--- src/rtl/pc_pkg.sv ---
package pc_pkg;

    typedef enum logic [2:0] {
        OP_STEP  = 3'd0,
        OP_JUMP  = 3'd1,
        OP_CALL  = 3'd2,
        OP_RET   = 3'd3,
        OP_WRITE = 3'd4
    } pc_op_e;

endpackage

--- src/rtl/pc_next_calc.sv ---
module pc_next_calc
    import pc_pkg::*;
#(
    parameter int ADDR_W      = 11,
    parameter int PAGE_W      = 2,
    parameter bit SINGLE_PAGE = 1'b0,
    localparam int LOW_W      = ADDR_W - PAGE_W
) (
    input  logic [2:0]        op_i,
    input  logic [ADDR_W-1:0] pc_q_i,
    input  logic [PAGE_W-1:0] page_sel_i,
    input  logic [LOW_W-1:0]  imm_i,
    input  logic [LOW_W-2:0]  alu_i,
    input  logic [ADDR_W-1:0] stack_top_i,
    output logic [ADDR_W-1:0] pc_d_o,
    output logic [ADDR_W-1:0] link_o,
    output logic              push_o,
    output logic              pop_o
);

    logic [PAGE_W-1:0] page_eff;
    logic [ADDR_W-1:0] seq_addr;
    logic [ADDR_W-1:0] raw_next;

    // Variant choice: the page source and the width of the live address
    if (SINGLE_PAGE) begin : g_one_page
        assign page_eff = '0;
        assign pc_d_o   = {{PAGE_W{1'b0}}, raw_next[LOW_W-1:0]};
        assign link_o   = {{PAGE_W{1'b0}}, seq_addr[LOW_W-1:0]};
    end else begin : g_paged
        assign page_eff = page_sel_i;
        assign pc_d_o   = raw_next;
        assign link_o   = seq_addr;
    end

    assign seq_addr = pc_q_i + ADDR_W'(1);

    always_comb begin
        raw_next = seq_addr;
        push_o   = 1'b0;
        pop_o    = 1'b0;
        unique case (pc_op_e'(op_i))
            OP_JUMP: raw_next = {page_eff, imm_i};
            OP_CALL: begin
                raw_next = {page_eff, 1'b0, imm_i[LOW_W-2:0]};
                push_o   = 1'b1;
            end
            OP_RET: begin
                raw_next = stack_top_i;
                pop_o    = 1'b1;
            end
            OP_WRITE: raw_next = {page_eff, 1'b0, alu_i};
            default:  raw_next = seq_addr;
        endcase
    end

endmodule

--- src/rtl/ret_stack_shift.sv ---
module ret_stack_shift #(
    parameter int WIDTH = 11,
    parameter int DEPTH = 2
) (
    input  logic                        push_i,
    input  logic                        pop_i,
    input  logic [WIDTH-1:0]            link_i,
    input  logic [DEPTH-1:0][WIDTH-1:0] lvl_q_i,
    output logic [DEPTH-1:0][WIDTH-1:0] lvl_d_o
);

    for (genvar g = 0; g < DEPTH; g++) begin : g_lvl
        logic [WIDTH-1:0] from_above;
        logic [WIDTH-1:0] from_below;

        if (g == 0) begin : g_head
            assign from_above = link_i;
        end else begin : g_body
            assign from_above = lvl_q_i[g-1];
        end

        // The deepest level keeps its value when the stack is popped
        if (g == DEPTH - 1) begin : g_tail
            assign from_below = lvl_q_i[g];
        end else begin : g_inner
            assign from_below = lvl_q_i[g+1];
        end

        assign lvl_d_o[g] = push_i ? from_above :
                            pop_i  ? from_below : lvl_q_i[g];
    end

endmodule

--- src/rtl/prog_counter_paged.sv ---
module prog_counter_paged #(
    parameter int ADDR_W      = 11,
    parameter int PAGE_W      = 2,
    parameter int STK_DEPTH   = 2,
    parameter bit SINGLE_PAGE = 1'b0,
    localparam int LOW_W      = ADDR_W - PAGE_W
) (
    input  logic              clk,
    input  logic              rst_n,
    input  logic [2:0]        op_i,
    input  logic [PAGE_W-1:0] page_sel_i,
    input  logic [LOW_W-1:0]  imm_i,
    input  logic [LOW_W-2:0]  alu_i,
    output logic [ADDR_W-1:0] fetch_addr_o,
    output logic [ADDR_W-1:0] stack_top_o,
    output logic [ADDR_W-1:0] stack_bot_o
);

    localparam logic [ADDR_W-1:0] RESET_PC = SINGLE_PAGE ?
        {{PAGE_W{1'b0}}, {LOW_W{1'b1}}} : {ADDR_W{1'b1}};

    typedef struct packed {
        logic [ADDR_W-1:0]                  pc;
        logic [STK_DEPTH-1:0][ADDR_W-1:0]   stk;
    } state_t;

    state_t state_d, state_q;

    logic [ADDR_W-1:0]                pc_next;
    logic [ADDR_W-1:0]                link;
    logic                             push;
    logic                             pop;
    logic [STK_DEPTH-1:0][ADDR_W-1:0] stk_next;

    pc_next_calc #(
        .ADDR_W      (ADDR_W),
        .PAGE_W      (PAGE_W),
        .SINGLE_PAGE (SINGLE_PAGE)
    ) i_next (
        .op_i        (op_i),
        .pc_q_i      (state_q.pc),
        .page_sel_i  (page_sel_i),
        .imm_i       (imm_i),
        .alu_i       (alu_i),
        .stack_top_i (state_q.stk[0]),
        .pc_d_o      (pc_next),
        .link_o      (link),
        .push_o      (push),
        .pop_o       (pop)
    );

    ret_stack_shift #(
        .WIDTH (ADDR_W),
        .DEPTH (STK_DEPTH)
    ) i_stack (
        .push_i  (push),
        .pop_i   (pop),
        .link_i  (link),
        .lvl_q_i (state_q.stk),
        .lvl_d_o (stk_next)
    );

    always_comb begin
        state_d     = state_q;
        state_d.pc  = pc_next;
        state_d.stk = stk_next;
    end

    always_ff @(posedge clk or negedge rst_n) begin
        if (!rst_n) begin
            state_q.pc  <= RESET_PC;
            state_q.stk <= '0;
        end else begin
            state_q <= state_d;
        end
    end

    assign fetch_addr_o = state_q.pc;
    assign stack_top_o  = state_q.stk[0];
    assign stack_bot_o  = state_q.stk[STK_DEPTH-1];

endmodule

--- config.mk ---
export PLATFORM = sky130hd
export DESIGN_NAME = prog_counter_paged
export DESIGN_NICKNAME = d
export VERILOG_FILES = /design/src/rtl/pc_pkg.sv /design/src/rtl/pc_next_calc.sv /design/src/rtl/ret_stack_shift.sv /design/src/rtl/prog_counter_paged.sv
export SDC_FILE = /design/constraint.sdc
export NUM_CORES = 1
export LEC_CHECK = 0
export BUFFER_PORTS_ARGS = -buffer_cell sky130_fd_sc_hd__buf_4
export CAP_MARGIN = 15
export CORE_ASPECT_RATIO = 1.1
export CORE_UTILIZATION = 51
export CTS_CLUSTER_SIZE = 30
export DETAILED_ROUTE_END_ITERATION = 6
export PLACE_DENSITY_LB_ADDON = 0.15
export SLEW_MARGIN = 10
export SYNTH_ARGS = -nofsm -noshare
export SYNTH_HDL_FRONTEND = slang
export SYNTH_SLANG_ARGS = --single-unit
--- constraint.sdc ---
create_clock -name clk -period 1.8 [get_ports clk]
set_clock_uncertainty 0.15 [all_clocks]
set_input_delay 0.54 -clock clk [delete_from_list [all_inputs] [get_ports clk]]
set_output_delay 0.54 -clock clk [all_outputs]
set_load 0.01 [all_outputs]
Yosys cells after proc, flatten, opt, wreduce, memory -nomap -nowiden
Index checks and enable logic that the tools add are counted.
W data, S select, Z words.
- add/subtract/negate cells: 1
- multiply operators: 0
- divide/modulo/power cells: 0
- order comparisons: 0
- eq/ne operators: 4
- shifts and indexed selects: 0
- muxes and demuxes: 5
- bitwise operators: 0
- reduce and logical (&&, ||, !) cells: 1
- operators with widths (operator ; count):
    $pmux W11 S4 ; 1
    $mux W11 ; 2
    $add A11 B1 Y11 const B ; 1
    $eq A3 B2 Y1 const B ; 2
    $eq A3 B1 Y1 const B ; 1
    $eq A3 B3 Y1 const B ; 1
    $mux W1 ; 2
    $reduce_bool A2 Y1 ; 1
- register bits: 33
- bits in latches: 0
- memory bits (writable): 0
- ROM bits: 0
- bits of input ports: 24
- output and inout bits: 33
- word-level logic and storage cells: 14
- memories: 0

Depth between registers and ports, before layout
Gate-level depths: netlist of the first run.
- depth after elaboration: 4
- mapped depth: 6
- gate-level depth less buffers: 5

Hierarchy
From an unflattened synthesis of the first run, not the netlist that was laid out.
- cell total of the unflattened synthesis: 179
- area, all modules: 2093.3 um2
- modules (own cells, without submodules) (module ; instances ; cells each ; area an instance (um2) ; sequential area each (um2)):
    pc_next_calc ; 1 ; 97 ; 840.8 ; 0.0
    prog_counter_paged ; 1 ; 33 ; 839.6 ; 839.6
    ret_stack_shift ; 1 ; 49 ; 412.9 ; 0.0

Least setup slack after synthesis of the first run
OpenSTA, ideal clock, no wires.
- kind: input to register
- from: input port op_i[1]
- to: register state_q (netlist bit fetch_addr_o[0])
- library setup time: 0.098 ns
- arrival time: 1.524 ns
- data required time: 1.552 ns
- path slack: 0.027 ns
- cell stages on the path: 5
- path buffers: 2
- path through: buf_2 -> or2_2 -> buf_2 -> xnor2_1 -> a221oi_1
- word-level cells in the longest chain between the ends: 2
- RTL lines (what ; line ; text):
    from (decl) ; prog_counter_paged.sv:10 ; input logic [2:0] op_i,
    $eq A3 B3 Y1, or another cell as far along ; pc_next_calc.sv:42 ; unique case (pc_op_e'(op_i))
    $pmux W11 S4 * ; pc_next_calc.sv:42 ;
    named net i_next.pc_d_o[0] ; pc_next_calc.sv:15 ; output logic [ADDR_W-1:0] pc_d_o,
    to (signal assigned) ; prog_counter_paged.sv:74 ; state_q <= state_d;
    to (decl) ; prog_counter_paged.sv:27 ; state_t state_d, state_q;
Mark *: on every way through the listed nets, which the timed path passes. The rest lies on a longest branch.
A chain may end at the register's enable or synchronous reset.

Worst setup path in the final report of the first run
- from: register state_q (netlist bit fetch_addr_o[0])
- to: register state_q (netlist bit fetch_addr_o[5])
- word-level cells in the longest chain between the ends: 2
- RTL lines (what ; line ; text):
    $add A11 B1 Y11 ; pc_next_calc.sv:36 ; assign seq_addr = pc_q_i + ADDR_W'(1);
    $pmux W11 S4 ; pc_next_calc.sv:42 ;
    named net i_next.pc_d_o[5] ; pc_next_calc.sv:15 ;
The timed path passes the listed nets, and every way through them passes these cells.

==> out/results.ini, run 1 <==
[status]
outcome = finished, violations left
failed_checks = setup timing

[floorplan]
fp.dieW_um = 60.1
die_area_mm2 = 0.00397
rows = 22
start_util = 0.551
core_area_mm2 = 0.00344
fp.dieH_um = 66.0
io-pin-count = 57

[final_layout]
fin_nets = 299
layout-drive-gt1-share = 0.389
fillers = 245
area_growth_pct = 35.8
n_antenna_cell = 0
multiInputGateArea_mm2 = 0.00101
seq_area_um2 = 840

[yosys]
yosysWarnings = 0
syn_inst = 208
synthesis.nets = 233
synth.distinct_cells = 36
synth_top_area_frac = 0.290
synth_area_mm2 = 0.00190
async_reset_ff_frac = 1.00
yosysSeqAreaShare = 0.443
synth.most_common_cell = nand2_1
avgSynthCellArea_um2 = 9.12
synth-edff-count = 0
synth_flop_cell = dfrtp_1
ys_top_cells_by_count = 57 x nand2_1, 22 x dfrtp_1, 13 x mux2i_1
yosys-top-cells-area = dfrtp_1 29%, dfstp_2 15%, nand2_1 11%
synth_top_area_cell = dfrtp_1
ys_seq_elements = 33

[drt]
vias_per_cell = 5.72
antenna_left = 0
firstDrtPassIters = 4
wl_per_cell_um = 16.3
drc = 0
drt-total-wl_mm = 5.28
drt_iter0_markers = 136
vias = 1847

[placed_design]
dpl.hpwl_mm = 3.77
gp_congestion = 0.836
place_ws_ns = 0.00996
port-buffer-count = 56

[cts]
cts_tree = built
cts_max_level = 2
root_buffer = clkbuf_4
clockBufferDepth = 2
worstSkewPairLatency_ns = 0.35
clock-sinks = 33
clkTransAtPathRegs_ns = 0.11
cts_buffers = 5

[critical_path]
worstSetupPathType = register to register
required_ns = 1.91
cp-end-kind = register
crit_arrival_ns = 2.01
critPathMaxFanout = 5
start_kind = register

[timing]
final_max_slew_viol_count = 0
maxSlewHeadroom = 0.721
final.setup.tns_ns = -0.102
setup_ws_ns = -0.0945
finalSetupViolations = 2
holdWs_ns = 0.264
period_needed_ns = 1.89
hold_viol_final = 0
rsz0062_at_grt = yes
clock.fmax_mhz = 528
period_share = 1.05
tightest_slew_ns = 0.419

[global_routing]
grt_pass1_wl_mm = 7.86
grt_overflow = 0
grt_max_degree = 34
antenna_found_initial = 0
grt_use_total = 0.274
grt_pass1_vias = 1625

[power_and_ir_drop]
p_leak_uw = 0.00122
cellPowerDensity_mw_per_mm2 = 1070
ir_worst_vdd_uv = 690

[flow_run]
max_cap_violations = 0

[worst_hold_path]
hp-class = input pin to register

==> timing repair <==
| action | in CTS | in global routing |
|---|---|---|
| resized for setup | 3 | 8 |
| buffers inserted | 1 | 2 |
| hold buffers | 1 | 0 |
| endpoints found under the setup margin | 3 | 15 |
| endpoints found under the hold margin | 22 | 0 |
==> where the power goes <==
part	switching (uW)	leakage [uW]	internal, uW
Sequential	197	0.000403	948
Clock	279	0.0000445	330
Combinational	479	0.000770	523
Total	956	0.00122	1800
==> path summary, 6_finish.rpt <==
check | start | to | slack, ns | cells after the start
max | fetch_addr_o[0] | fetch_addr_o[5] | -0.09 | 4
min | alu_i[1] | fetch_addr_o[1] | 0.26 | 3
max reg2reg | fetch_addr_o[0] | fetch_addr_o[5] | -0.09 | 4
min reg2reg | stack_bot_o[3] | stack_bot_o[3] | 0.37 | 2
max in group asynchronous | rst_n | fetch_addr_o[2] | 0.66 | 2
min in group asynchronous | rst_n | stack_top_o[6] | 0.51 | 2
==> per-layer routing <==
metal  wire length (um)  part of all wire  track usage
met2               2590              0.49        0.426
met3                353             0.067       0.0646
met5                  0                 0            0
met1               2250              0.43        0.362
met4                 84             0.016        0.113
==> cell type report <==
class	instances	share of cell area
timing repair buffer	73	0.220
clock buffer	6	0.0199
multi-input combinational	157	0.391
tap	48	0.0233
sequential	33	0.326
inverter	4	0.00583
clock inverter	2	0.0146
==> cells by family (layout without fill, tap and decap cells) <==
logic type,Yosys count,count (layout),share of synthesized area
xor gates and xnor gates,9,9,0.0416
adders and majority gates,1,1,0.00660
buffers and inverters,18,85,0.0462
and+or+nand+nor,87,87,0.207
DFF,33,33,0.443
AOI/OAI and AO/OA,42,42,0.158
muxes,18,18,0.0983
==> per-stage QoR <==
stage                     instance area, um^2   util  instances  total power (uW)
final                                    2580  0.749        323              2760
after floorplan                          1900      -        208              1590
after global placement                   2400  0.698        311              2040
after CTS                                2520  0.733        321              2690
after detailed placement                 2400  0.698        311              2070
after global routing                     2580  0.749        323              2890
==> worst max-delay path, cell delays in order (launching register included) <==
cell and delay (ns):
dfstp_2 0.60, nand3_1 0.24, nor3_1 0.38, o21ai_0 0.20, a22oi_1 0.24
==> cell usage in the layout (no fill, tap or decap), types with 2 or more instances in the layout <==
cell,n
buf_4,68
nand2_1,56
dfrtp_1,22
mux2i_1,13
dfstp_2,11
o21ai_0,10
nor2_1,9
o221ai_1,8
xnor2_1,6
nand3_1,5
nor3_1,5
mux2_2,5
clkbuf_4,5
a22oi_1,4
inv_1,4
buf_6,4
a221oi_1,3
o31ai_1,3
xnor2_2,3
a21oi_1,3
o21a_1,2
nand2b_1,2
o22ai_1,2
a2bb2oi_1,2
o211ai_1,2
==> registers in the layout (all words and copies together) (netlist names) <==
signal and flops:
fetch_addr_o 11, stack_bot_o 11, stack_top_o 11
(Power assumes the default switching activity.)
==> run 2: changes to the inputs <==
--- a/config.mk
+++ b/config.mk
@@ -5,12 +5,12 @@
 export SDC_FILE = /design/constraint.sdc
 export NUM_CORES = 1
 export LEC_CHECK = 0
-export BUFFER_PORTS_ARGS = -buffer_cell sky130_fd_sc_hd__buf_4
 export CAP_MARGIN = 15
 export CORE_ASPECT_RATIO = 1.1
-export CORE_UTILIZATION = 51
+export CORE_UTILIZATION = 55
 export CTS_CLUSTER_SIZE = 30
 export DETAILED_ROUTE_END_ITERATION = 6
+export DONT_BUFFER_PORTS = 1
 export PLACE_DENSITY_LB_ADDON = 0.15
 export SLEW_MARGIN = 10
 export SYNTH_ARGS = -nofsm -noshare
==> constraint.sdc (replaced) <==
create_clock -name clk -period 1.7 [get_ports clk]
set_clock_uncertainty 0.15 [all_clocks]
set_input_delay 0.51 -clock clk [delete_from_list [all_inputs] [get_ports clk]]
set_output_delay 0.51 -clock clk [all_outputs]
set_load 0.01 [all_outputs]
==> run 2 against run 1 <==
The flow finishes with violations (DRC, setup timing). Core utilization decreased by 2.1 points. Register-to-register slack improved by 0.02 ns. Critical path depth decreased by 2. Critical path type is now register to output port. Largest cell class unchanged.
==> out/results.ini, run 2 (synthesized netlist as in run 1, its figures left out) <==
[status]
outcome = finished, violations left  ; unchanged
failed_checks = DRC, setup timing  ; was setup timing

[global_routing]
grt_use_total = 0.268  ; was 0.274
antenna_found_initial = 0  ; unchanged
grt_max_degree = 34  ; unchanged
grt_pass1_vias = 1575  ; was 1625
grt_pass1_wl_mm = 7.46  ; was 7.86 mm
grt_overflow = 0  ; unchanged

[drt]
vias_per_cell = 6.07  ; was 5.72
drt_iter0_markers = 83  ; was 136
vias = 1638  ; was 1847
firstDrtPassIters = 6  ; was 4
wl_per_cell_um = 18.0  ; was 16.3 um
drt-total-wl_mm = 4.85  ; was 5.28 mm
antenna_left = 0  ; unchanged
drc = 4  ; was 0

[power_and_ir_drop]
cellPowerDensity_mw_per_mm2 = 1150  ; was 1070 mW/mm^2
p_leak_uw = 0.00106  ; was 0.00122 uW
finalPower_uw = 2750  ; was 2760 uW
ir_worst_vdd_uv = 916  ; was 690 uV

[placed_design]
place_ws_ns = -0.0477  ; was 0.00996 ns
gp_congestion = 0.882  ; was 0.836
port-buffer-count = 0  ; was 56
dpl.hpwl_mm = 3.37  ; was 3.77 mm

[cts]
clock-sinks = 33  ; unchanged
clockBufferDepth = 2  ; unchanged
root_buffer = clkbuf_4  ; unchanged
clkTransAtPathRegs_ns = 0.11  ; about the same
cts_max_level = 2  ; unchanged
cts_tree = built  ; unchanged
cts_buffers = 5  ; unchanged
worstSkewPairLatency_ns = 0.35  ; about the same

[critical_path]
cp_top_family = flip-flops  ; was simple AND/OR/NAND/NOR gates
path_cells = buf_6 > buf_6  ; was nand3_1 > nor3_1 > o21ai_0 > a22oi_1
slowest_stage = dfstp_2  ; unchanged
critPathMaxFanout = 3  ; was 5
cp-end-kind = output port  ; was register
cpMostUsedCell = buf_6
start_kind = register  ; unchanged
critPathMaxStageDelay_ns = 0.59  ; was 0.60 ns
required_ns = 1.04  ; was 1.91 ns
crit_arrival_ns = 1.15  ; was 2.01 ns
crit_buf_inv = 2  ; was 0
worstSetupPathType = register to output port  ; was register to register

[final_layout]
n_antenna_cell = 0  ; unchanged
mostFrequentLayoutCells = 57 x nand2_1, 22 x dfrtp_1, 17 x buf_4, 13 x mux2i_1, 13 x buf_6  ; was 68 x buf_4, 56 x nand2_1, 22 x dfrtp_1, 13 x mux2i_1, 11 x dfstp_2
fillers = 250  ; was 245
fin_nets = 258  ; was 299
layout-drive-gt1-share = 0.329  ; was 0.389
seq_area_um2 = 840  ; unchanged
area_growth_pct = 26.6  ; was 35.8%
layout_commonest_cell = nand2_1  ; was buf_4
multiInputGateArea_mm2 = 0.00111  ; was 0.00101 mm^2

[timing]
rsz0062_at_grt = yes  ; unchanged
period_needed_ns = 1.81
setup_ws_ns = -0.107  ; was -0.0945 ns
hold_viol_final = 0  ; unchanged
period_share = 1.06
maxSlewHeadroom = 0.724  ; was 0.721
clock.fmax_mhz = 553
finalSetupViolations = 12  ; was 2
tightest_slew_ns = 0.410  ; was 0.419 ns
final_max_slew_viol_count = 0  ; unchanged

[floorplan]
fp.dieH_um = 63.6  ; was 66.0 um
die_area_mm2 = 0.00369  ; was 0.00397 mm^2
rows = 22  ; unchanged
fp.dieW_um = 58.0  ; was 60.1 um
io-pin-count = 57  ; unchanged
start_util = 0.574  ; was 0.551
core_area_mm2 = 0.00330  ; was 0.00344 mm^2

[worst_hold_path]
hp-class = input pin to register  ; unchanged

[flow_run]
max_cap_violations = 0  ; unchanged

run 2: changes by cell type in the layout (fill, tap and decap cells not counted), moves of 3 or more:
cell / before / now
buf_4: 68 / 17
buf_6: 4 / 13
o21ai_0: 10 / 7
nor3_1: 5 / 1
run 2: layout make-up:
type	count	area share
multi-input cells	157	0.464
flip-flops and latches	33	0.349
repair buffers	32	0.127
clock inverters	3	0.0193
well taps	36	0.0188
clock buffers	5	0.0156
inverters	4	0.00625
run 2: repair_timing:
action | in CTS | in global routing
endpoints found under the hold margin | 33 | 0
pin swaps | 0 | 14
resized for setup | 8 | 31
hold buffers | 2 | 0
setup endpoints to repair | 12 | 22
buffers inserted | 6 | 5
run 2: final timing paths:
kind                            slack [ns]  cells past startpoint               to            start
worst min-delay path                  0.07                      1  fetch_addr_o[4]          op_i[2]
min in group asynchronous             0.47                      2  stack_top_o[10]            rst_n
max in group asynchronous             0.69                      2  fetch_addr_o[6]            rst_n
worst max-delay path                 -0.11                      2  fetch_addr_o[2]  fetch_addr_o[2]
worst max register to register       -0.07                      6  fetch_addr_o[4]  fetch_addr_o[1]
worst min register to register        0.43                      2   stack_bot_o[5]   stack_bot_o[5]
run 2: stage by stage:
stage	hold slack (ns)	cell area [um^2]	util	cells	TNS [ns]
2_1_floorplan	0.0644	1910	-	208	0
3_3_place_gp	0.0661	2010	0.610	249	0
3_5_place_dp	0.0660	2010	0.610	249	-0.0776
4_1_cts	0.0597	2200	0.667	265	-0.259
5_1_grt	0.0460	2400	0.727	270	-1.28
6_report	0.0696	2400	0.727	270	-0.430
run 2: report_power, final:
group,leakage [uW],internal [uW],switching (uW)
clock,0.0000414,311,296
combinational,0.000618,450,411
sequential,0.000403,1000,284
run 2: layer usage:
layer,part of all wire,GRT usage,wire length [um]
met1,0.43,0.364,2080
met2,0.50,0.399,2410
met3,0.059,0.0780,288
met4,0.016,0.107,76
met5,0,0,0
==> run 3: changes to the inputs <==
--- a/config.mk
+++ b/config.mk
@@ -11,6 +11,7 @@
 export CTS_CLUSTER_SIZE = 30
 export DETAILED_ROUTE_END_ITERATION = 6
 export DONT_BUFFER_PORTS = 1
+export MAX_ROUTING_LAYER = met4
 export PLACE_DENSITY_LB_ADDON = 0.15
 export SLEW_MARGIN = 10
 export SYNTH_ARGS = -nofsm -noshare
==> run 3 against run 2 <==
The run still ends with DRC, setup timing left. Register-to-register slack hardly changed. Combinational power hardly changed. Sequential power hardly changed. Flip-flop and latch count stayed put. Wire length is 0.10% lower. Worst hold slack better by 0.0031 ns. First-iteration DRC count is 7.2% lower. Critical path type unchanged. Critical path depth stayed put. Worst setup slack better by 0.0034 ns. Largest power group unchanged.
==> out/results.ini, run 3 (synthesized netlist as in run 1, its figures left out) <==
[timing]
maxSlewHeadroom = 0.733  ; was 0.724
tightest_slew_ns = 0.398  ; was 0.410 ns
finalSetupViolations = 9  ; was 12
final.setup.tns_ns = -0.410  ; was -0.430 ns
period_share = 1.06  ; about the same
rsz0062_at_grt = yes  ; unchanged
hold_viol_final = 0  ; unchanged
setup_ws_ns = -0.104  ; was -0.107 ns
period_needed_ns = 1.80  ; was 1.81 ns
holdWs_ns = 0.0727  ; was 0.0696 ns
final_max_slew_viol_count = 0  ; unchanged
clock.fmax_mhz = 554  ; was 553 MHz

[status]
outcome = finished, violations left  ; unchanged
failed_checks = DRC, setup timing  ; unchanged

[worst_hold_path]
hold_start = op_i[2]  ; unchanged
hp-class = input pin to register  ; unchanged

[cts]
root_buffer = clkbuf_4  ; unchanged
clock-sinks = 33  ; unchanged
clockBufferDepth = 2  ; unchanged
cts_max_level = 2  ; unchanged
cts_buffers = 5  ; unchanged
worstSkewPairLatency_ns = 0.34  ; was 0.35 ns
clkTransAtPathRegs_ns = 0.11  ; about the same
cts_tree = built  ; unchanged

[floorplan]
die_area_mm2 = 0.00369  ; unchanged
core_area_mm2 = 0.00330  ; unchanged
start_util = 0.574  ; unchanged
fp.dieW_um = 58.0  ; unchanged
io-pin-count = 57  ; unchanged
fp.dieH_um = 63.6  ; unchanged
rows = 22  ; unchanged

[critical_path]
worstSetupPathType = register to output port  ; unchanged
start_kind = register  ; unchanged
critPathMaxFanout = 3  ; unchanged
cp-startpoint = fetch_addr_o[2]  ; unchanged
crit_arrival_ns = 1.14  ; was 1.15 ns
cp-end-kind = output port  ; unchanged
regToRegStartpoint = fetch_addr_o[1]  ; unchanged
required_ns = 1.04  ; about the same

[power_and_ir_drop]
cellPowerDensity_mw_per_mm2 = 1150  ; about the same
p_leak_uw = 0.00106  ; unchanged
ir_worst_vdd_uv = 916  ; about the same

[final_layout]
fin_nets = 258  ; unchanged
mostFrequentLayoutCells = 57 x nand2_1, 22 x dfrtp_1, 17 x buf_4, 13 x mux2i_1, 13 x buf_6  ; unchanged
seq_area_um2 = 840  ; unchanged
stdcell_count = 270  ; unchanged
n_antenna_cell = 0  ; unchanged
layout-drive-gt1-share = 0.329  ; unchanged
multiInputGateArea_mm2 = 0.00111  ; unchanged
layout_commonest_cell = nand2_1  ; unchanged
fillers = 250  ; unchanged
area_growth_pct = 26.6  ; unchanged
fin_area_mm2 = 0.00240  ; unchanged

[global_routing]
antenna_found_initial = 0  ; unchanged
grt_max_degree = 34  ; unchanged
grt_pass1_wl_mm = 7.46  ; unchanged
grt_use_total = 0.275  ; was 0.268
grt_overflow = 0  ; unchanged
grt_pass1_vias = 1575  ; unchanged

[drt]
drt-total-wl_mm = 4.85  ; about the same
antenna_left = 0  ; unchanged
firstDrtPassIters = 6  ; unchanged
vias = 1648  ; was 1638
drc = 4  ; unchanged
wl_per_cell_um = 17.9  ; was 18.0 um
drt_iter0_markers = 77  ; was 83
vias_per_cell = 6.10  ; was 6.07

[placed_design]
dpl.hpwl_mm = 3.37  ; unchanged
placed_cells_incl_taps = 249  ; unchanged
port-buffer-count = 0  ; unchanged
placed_cell_area_mm2 = 0.00201  ; unchanged
place_ws_ns = -0.0477  ; unchanged
gp_congestion = 0.897  ; was 0.882

[flow_run]
max_cap_violations = 0  ; unchanged

[run 3: cell counts in the layout (fill, tap and decap cells not counted)]
No cell type changed its count.
[run 3: final cells by class]
cell class,instances,area share
clock buffer,5,0.0156
clock inverter,3,0.0193
sequential,33,0.349
inverter,4,0.00625
tap,36,0.0188
timing repair buffer,32,0.127
multi-input combinational,157,0.464
[run 3: worst paths after layout]
path / endpoint / slack [ns] / cells past startpoint
max in group asynchronous: fetch_addr_o[6] / 0.69 / 2
worst max register to register: fetch_addr_o[4] / -0.08 / 6
worst min-delay path: fetch_addr_o[4] / 0.07 / 1
worst min register to register: stack_bot_o[5] / 0.43 / 2
min in group asynchronous: stack_top_o[10] / 0.47 / 2
worst max-delay path: fetch_addr_o[2] / -0.10 / 2
[run 3: power by group]
part / leakage, uW / switching (uW) / internal [uW]
combinational: 0.000618 / 413 / 451
clock: 0.0000414 / 294 / 311
sequential: 0.000403 / 284 / 1000
[run 3: critical path, stage by stage (launching register included)]
cell and delay (ns):
dfstp_2 0.59, buf_6 0.11, buf_6 0.11
[run 3: layer usage]
layer	vias to the layer above	global-route usage	part of all wire
met1	785	0.364	0.43
met4	0	0.107	0.014
met5	-	-	0
met3	8	0.0780	0.058
met2	61	0.399	0.50
li1	794	-	-
[run 3: repair_timing]
item / CTS / global route
pin swaps: 0 / 14
setup endpoints to repair: 12 / 22
gates resized for setup: 8 / 31
hold endpoints to repair: 33 / 0
hold buffers: 2 / 0
setup buffers: 6 / 5
[run 3: per-stage QoR]
| step | util | total power [uW] |
|---|---|---|
| after floorplan | - | 1690 |
| final | 0.727 | 2760 |
| after CTS | 0.667 | 2600 |
| after global placement | 0.610 | 1870 |
| after global routing | 0.727 | 2890 |
| after detailed placement | 0.610 | 1900 |
